File: src/rtl/mc_pkg.sv
package mc_pkg;

  typedef enum logic [2:0] {
    FN_ADD,
    FN_SUB,
    FN_AND,
    FN_OR,
    FN_SLT
  } alu_fn_e;

  localparam logic [5:0] FUNCT_ADD = 6'd32;
  localparam logic [5:0] FUNCT_SUB = 6'd34;
  localparam logic [5:0] FUNCT_AND = 6'd36;
  localparam logic [5:0] FUNCT_OR  = 6'd37;
  localparam logic [5:0] FUNCT_SLT = 6'd42;

  localparam logic [1:0] MODE_ADD = 2'd0;
  localparam logic [1:0] MODE_SUB = 2'd1;

  localparam logic [1:0] SRCB_REG   = 2'd0;
  localparam logic [1:0] SRCB_FOUR  = 2'd1;
  localparam logic [1:0] SRCB_IMM   = 2'd2;
  localparam logic [1:0] SRCB_IMMSH = 2'd3;

  localparam logic [1:0] NPC_LIVE  = 2'd0;
  localparam logic [1:0] NPC_LATCH = 2'd1;

endpackage

File: src/rtl/mc_alu_ctl.sv
module mc_alu_ctl
  import mc_pkg::*;
(
  input  logic [1:0] alu_mode,
  input  logic [5:0] funct,
  output alu_fn_e    fn
);

  always_comb begin
    fn = FN_ADD;
    if (alu_mode == MODE_SUB) begin
      fn = FN_SUB;
    end else if (alu_mode[1]) begin
      unique case (funct)
        FUNCT_SUB: fn = FN_SUB;
        FUNCT_AND: fn = FN_AND;
        FUNCT_OR:  fn = FN_OR;
        FUNCT_SLT: fn = FN_SLT;
        default:   fn = FN_ADD;
      endcase
    end
  end

endmodule

File: src/rtl/mc_alu.sv
module mc_alu
  import mc_pkg::*;
#(
  parameter int W = 32
) (
  input  logic [W-1:0] opa,
  input  logic [W-1:0] opb,
  input  alu_fn_e      fn,
  output logic [W-1:0] res,
  output logic         is_zero
);

  always_comb begin
    unique case (fn)
      FN_SUB:  res = opa - opb;
      FN_AND:  res = opa & opb;
      FN_OR:   res = opa | opb;
      FN_SLT:  res = {{(W-1){1'b0}}, ($signed(opa) < $signed(opb))};
      default: res = opa + opb;
    endcase
  end

  assign is_zero = (res == '0);

endmodule

File: src/rtl/mc_regfile.sv
module mc_regfile #(
  parameter int W     = 32,
  parameter int DEPTH = 32,
  localparam int AW   = $clog2(DEPTH)
) (
  input  logic          clk,
  input  logic          rst,
  input  logic [AW-1:0] ra1,
  input  logic [AW-1:0] ra2,
  input  logic [AW-1:0] wa,
  input  logic [W-1:0]  wd,
  input  logic          we,
  output logic [W-1:0]  rd1,
  output logic [W-1:0]  rd2
);

  logic [W-1:0] ent_q [DEPTH];

  always_ff @(posedge clk) begin
    if (rst) begin
      for (int i = 0; i < DEPTH; i++) ent_q[i] <= '0;
    end else begin
      // entry 0 is never written
      for (int i = 1; i < DEPTH; i++) begin
        if (we && (wa == AW'(i))) ent_q[i] <= wd;
      end
    end
  end

  assign rd1 = (ra1 == '0) ? '0 : ent_q[ra1];
  assign rd2 = (ra2 == '0) ? '0 : ent_q[ra2];

endmodule

File: src/rtl/mc_datapath.sv
module mc_datapath
  import mc_pkg::*;
#(
  parameter int XLEN    = 32,
  parameter int REG_CNT = 32
) (
  input  logic            clk,
  input  logic            rst,
  input  logic            pc_wr,
  input  logic            pc_wr_cond,
  input  logic            ir_wr,
  input  logic            addr_sel,
  input  logic            srca_sel,
  input  logic [1:0]      srcb_sel,
  input  logic [1:0]      alu_mode,
  input  logic            dst_sel,
  input  logic            wb_sel,
  input  logic            rf_wr,
  input  logic [1:0]      pc_src,
  input  logic            rd_strobe,
  input  logic            wr_strobe,
  input  logic [XLEN-1:0] mem_rdata,
  output logic [5:0]      opcode,
  output logic            zero,
  output logic [XLEN-1:0] mem_addr,
  output logic [XLEN-1:0] mem_wdata,
  output logic            mem_rd,
  output logic            mem_wr
);

  localparam int RAW    = $clog2(REG_CNT);
  localparam int IMM_W  = 16;
  localparam int JMP_W  = 26;
  localparam int PCHI_W = XLEN - JMP_W - 2;

  // holding registers
  logic [XLEN-1:0] pc_q, ir_q, mdr_q, a_q, b_q, res_q;

  // combinational nets
  logic [XLEN-1:0] opa, opb, alu_y, imm_ext, imm_sh, jmp_tgt, pc_next;
  logic [XLEN-1:0] rf_rd1, rf_rd2, rf_wd;
  logic [RAW-1:0]  rf_wa;
  logic            pc_en;
  alu_fn_e         fn;

  // instruction fields
  logic [RAW-1:0] f_rs, f_rt, f_rd;
  assign f_rs = ir_q[21 +: RAW];
  assign f_rt = ir_q[16 +: RAW];
  assign f_rd = ir_q[11 +: RAW];

  assign imm_ext = {{(XLEN-IMM_W){ir_q[IMM_W-1]}}, ir_q[IMM_W-1:0]};
  assign imm_sh  = {imm_ext[XLEN-3:0], 2'b00};
  assign jmp_tgt = {pc_q[XLEN-1 -: PCHI_W], ir_q[JMP_W-1:0], 2'b00};

  // operand selection
  assign opa = srca_sel ? a_q : pc_q;

  always_comb begin
    unique case (srcb_sel)
      SRCB_REG:   opb = b_q;
      SRCB_FOUR:  opb = XLEN'(4);
      SRCB_IMM:   opb = imm_ext;
      default:    opb = imm_sh;
    endcase
  end

  mc_alu_ctl u_ctl (
    .alu_mode (alu_mode),
    .funct    (ir_q[5:0]),
    .fn       (fn)
  );

  mc_alu #(.W(XLEN)) u_alu (
    .opa     (opa),
    .opb     (opb),
    .fn      (fn),
    .res     (alu_y),
    .is_zero (zero)
  );

  // next program counter
  always_comb begin
    unique case (pc_src)
      NPC_LIVE:  pc_next = alu_y;
      NPC_LATCH: pc_next = res_q;
      default:   pc_next = jmp_tgt;
    endcase
  end

  assign pc_en = pc_wr | (pc_wr_cond & zero);

  // register file write side
  assign rf_wa = dst_sel ? f_rd : f_rt;
  assign rf_wd = wb_sel ? mdr_q : res_q;

  mc_regfile #(.W(XLEN), .DEPTH(REG_CNT)) u_rf (
    .clk (clk),
    .rst (rst),
    .ra1 (f_rs),
    .ra2 (f_rt),
    .wa  (rf_wa),
    .wd  (rf_wd),
    .we  (rf_wr),
    .rd1 (rf_rd1),
    .rd2 (rf_rd2)
  );

  // state
  always_ff @(posedge clk) begin
    if (rst) begin
      pc_q  <= '0;
      ir_q  <= '0;
      mdr_q <= '0;
      a_q   <= '0;
      b_q   <= '0;
      res_q <= '0;
    end else begin
      if (pc_en) pc_q <= pc_next;
      if (ir_wr) ir_q <= mem_rdata;
      mdr_q <= mem_rdata;
      a_q   <= rf_rd1;
      b_q   <= rf_rd2;
      res_q <= alu_y;
    end
  end

  // memory side
  assign mem_addr  = addr_sel ? res_q : pc_q;
  assign mem_wdata = b_q;
  assign mem_rd    = rd_strobe;
  assign mem_wr    = wr_strobe;
  assign opcode    = ir_q[XLEN-1 -: 6];

endmodule

File: config.mk
export PLATFORM = sky130hd
export DESIGN_NAME = mc_datapath
export DESIGN_NICKNAME = d
export VERILOG_FILES = /design/src/rtl/mc_pkg.sv /design/src/rtl/mc_alu_ctl.sv /design/src/rtl/mc_alu.sv /design/src/rtl/mc_regfile.sv /design/src/rtl/mc_datapath.sv
export SDC_FILE = /design/constraint.sdc
export NUM_CORES = 2
export LEC_CHECK = 0
export BUFFER_PORTS_ARGS = -buffer_cell sky130_fd_sc_hd__buf_2
export CELL_PAD_IN_SITES_DETAIL_PLACEMENT = 1
export CELL_PAD_IN_SITES_GLOBAL_PLACEMENT = 1
export CORE_AREA = 10 10 298 415
export CTS_CLUSTER_SIZE = 40
export DETAILED_ROUTE_END_ITERATION = 10
export DIE_AREA = 0 0 308 425
export PLACE_DENSITY = 0.83
export SLEW_MARGIN = 15
export SYNTH_ARGS = -nofsm -noshare
export SYNTH_HDL_FRONTEND = slang
export SYNTH_SLANG_ARGS = --single-unit
File: constraint.sdc
create_clock -name clk -period 6.6 [get_ports clk]
set_input_delay 0.99 -clock clk [delete_from_list [all_inputs] [get_ports clk]]
set_output_delay 0.99 -clock clk [all_outputs]
set_load 0.05 [all_outputs]
==> flow_summary.json <==
{
  "antenna_found_initial": 10,
  "fp.dieH_um": 425,
  "fin_worst_skew_ns": 0.04768,
  "final_common_cell": "edfxtp_1",
  "relSlewSlack": 0.1572,
  "gp_congestion": 1.012,
  "drc": 0,
  "std_cell_rows": 148,
  "root_buffer": "clkbuf_16",
  "first_pass_iters": 6,
  "final-hold-violation-count": 0,
  "synth.avg_cell_area_um2": 13.99,
  "worst_slew_pin_slew_ns": 1.251,
  "cts_sinks": 1184,
  "setup_viol": 0,
  "cp.required_ns": 5.61,
  "grt_pass1_wl_um": 348200,
  "layout_common_cells": "edfxtp_1 (992), nor2_1 (766), mux4_2 (576)",
  "vias": 46000,
  "cts.htree.levels": 3,
  "synthDistinctLibCells": 80,
  "yosysSeqAreaShare": 0.5403,
  "path_max_fanout": 15,
  "place_area_um2": 65580,
  "worstHoldPathType": "in2reg",
  "clock.fmax_ghz": 0.1541,
  "power.leakage_nw": 24.62,
  "yosysWarnings": 0,
  "async_flop_share": 0,
  "reg2reg_to": "pc_q[13]$_SDFFE_PP0P_",
  "first_global_vias": 48310,
  "drtIter0Drc": 6463,
  "power_density_nw_per_um2": 276.5,
  "viasPerCell": 7.483,
  "holdCritStartpoint": "mem_rdata[4]",
  "initial_core_util": 0.5378,
  "ir_drop_v": 0.0001975,
  "grt_start_max_net_pins": 138,
  "wl_um": 244500,
  "rr_startpoint": "ir_q[1]$_SDFFE_PP0P_",
  "setup.worst_path.end_class": "output pin",
  "critPathMaxStageDelay_ns": 0.54,
  "maxCapViolCount": 0,
  "chipWidth_um": 308,
  "synthToLayoutAreaGrowth_pct": 11.63,
  "critPathLaunchType": "primary input",
  "worstSetupPathType": "in2out",
  "holdPathStages": 2,
  "tritoncts": "yes",
  "clkLatencyLatePin_ns": 0.78,
  "ff2ff_setup_slack_ns": 1.31,
  "cp_common_cell": "buf_4",
  "hold-path-endpoint": "mdr_q[4]$_SDFF_PP0_",
  "fp.coreArea_um2": 115700,
  "cts_buffer_depth": 3,
  "crit_buf_inv": 5,
  "clkTransAtPathRegs_ns": 0.07,
  "ys_seq_elements": 1184,
  "drive_gt1_frac": 0.3020,
  "ioPinCount": 123,
  "fin_crit_sh": 0.9832,
  "dpl.hpwl_um": 150000,
  "outcome": "completed",
  "synth-edff-count": 992,
  "synthFlopType": "edfxtp_1",
  "cts_buffers": 111,
  "cts_hold_buf": 0,
  "syn_area_um2": 62250,
  "drtAntennaViolNets": 0,
  "grt-ovfl-total": 0,
  "port_buffers": 118,
  "utilization": 0.6004,
  "syn_nets": 4596,
  "design_area_um2": 69490,
  "rsz0062_at_grt": "false",
  "crit_slowest_cell": "or4_1",
  "dieArea_um2": 130900,
  "gr-usage-all-layers": 0.3697,
  "rr_worst_depth": 21,
  "wl_per_cell_um": 39.78,
  "fin_tns_setup_ns": 0,
  "period_minus_slack_ns": 6.489,
  "fin_nets": 4698,
  "crit_family": "simple AND/OR/NAND/NOR gates",
  "maxSlewViolCount": 0,
  "cp_data_arrival_time_ns": 5.50,
  "crit_chain": "buf_2 > buf_4 > mux2_2 > ha_1 > or3_1 > or2_1 > or4_1 > o2111ai_1 > o311ai_0 > buf_4 > nor4_1 > buf_4 > o2111ai_1 > and4bb_2 > nand2_1 > nor3b_2 > clkbuf_4",
  "total_power_mw": 19.21,
  "syn_inst": 4448
}
where the power goes:
group | total [mW] | leakage (nW) | internal [mW] | switching, mW
logic | 3.41 | 10.9 | 1.31 | 2.09
clock network | 6.90 | 1.87 | 3.85 | 3.05
registers | 8.91 | 11.8 | 8.55 | 0.359
registers in the layout (all words and copies together) (netlist names):
signal      count
ir_q           32
mdr_q          32
a_q            32
pc_q           32
mem_wdata      32
u_rf.ent_q    992
res_q          32
cell usage after synthesis (all sizes together) (10+ instances only):
| master | count | share of area |
|---|---|---|
| edfxtp | 992 | 0.48 |
| nor2 | 768 | 0.046 |
| mux4 | 576 | 0.21 |
| clkbuf | 289 | 0.017 |
| nand2 | 202 | 0.012 |
| dfxtp | 192 | 0.062 |
| mux2 | 185 | 0.034 |
| mux2i | 135 | 0.022 |
| inv | 132 | 0.0080 |
| a21oi | 104 | 0.0084 |
| buf | 98 | 0.0067 |
| ha | 96 | 0.019 |
| o21ai | 91 | 0.0073 |
| a22o | 79 | 0.011 |
| nor2b | 67 | 0.0067 |
| a21o | 32 | 0.0039 |
| nor3 | 30 | 0.0024 |
| o31ai | 27 | 0.0033 |
| nor4 | 25 | 0.0025 |
| nand4 | 23 | 0.0023 |
| and2 | 21 | 0.0021 |
| nand3 | 19 | 0.0015 |
| o211ai | 18 | 0.0022 |
| a211oi | 17 | 0.0021 |
| nand2b | 16 | 0.0016 |
| a31oi | 14 | 0.0014 |
| and3 | 14 | 0.0014 |
| a2bb2oi | 12 | 0.0017 |
| o22ai | 11 | 0.0011 |
| or2 | 10 | 0.0010 |
how the worst max path moves through the flow:
| stage | end | slack (ns) | start | cells after the start |
|---|---|---|---|---|
| 6_report | zero | 0.11 | srca_sel | 17 |
| 5_1_grt | zero | 0.004 | srca_sel | 17 |
| 4_1_cts | zero | 0.008 | srcb_sel[0] | 22 |
| 3_5_place_dp | zero | -0.08 | srca_sel | 18 |
| 3_3_place_gp | zero | -0.05 | srca_sel | 18 |
| 2_1_floorplan | zero | 0.09 | srca_sel | 18 |
cell type report:
| type | count | area (um^2) |
|---|---|---|
| multi-input combinational | 2743 | 26960 |
| sequential | 1184 | 33670 |
| antenna | 5 | 12.51 |
| clock inverter | 61 | 704.4 |
| timing repair buffer | 376 | 2648 |
| clock buffer | 144 | 3114 |
| inverter | 134 | 509.2 |
| tap | 1500 | 1877 |
| fill | 10730 | 46250 |
per-stage QoR:
step / hold slack, ns / worst slack (ns) / cells
after detailed placement: 0.4711 / -0.07798 / 5937
final: 0.4348 / 0.1108 / 6147
after floorplan: 0.4460 / 0.08693 / 4448
after global placement: 0.4560 / -0.05260 / 5937
after global routing: 0.4452 / 0.004484 / 6143
after CTS: 0.4323 / 0.008461 / 6142
metal layers:
layer,track usage,part of all wire,up-vias
met2,0.6069,0.48,4134
met1,0.4153,0.31,23160
li1,-,-,17340
met5,0,0.000094,-
met3,0.09022,0.11,1371
met4,0.2800,0.093,4
repair_timing:
action,CTS,global route
setup buffers,0,0
endpoints found under the setup margin,1,1
pin swaps,0,1
gates resized for setup,3,15
cells by family (layout without fill, tap and decap cells):
kind of cell | Yosys count | in the layout | share of synthesized area
and+or+nand+nor | 1234 | 1234 | 0.08522
xor gates and xnor gates | 9 | 9 | 0.001266
other | 0 | 5 | 0
DFF | 1184 | 1184 | 0.5403
AOI/OAI and AO/OA | 506 | 506 | 0.05719
buffers and inverters | 521 | 715 | 0.03222
adders and majority gates | 98 | 98 | 0.01994
muxes | 896 | 896 | 0.2639
No activity file was read; power rests on OpenSTA's default activity.
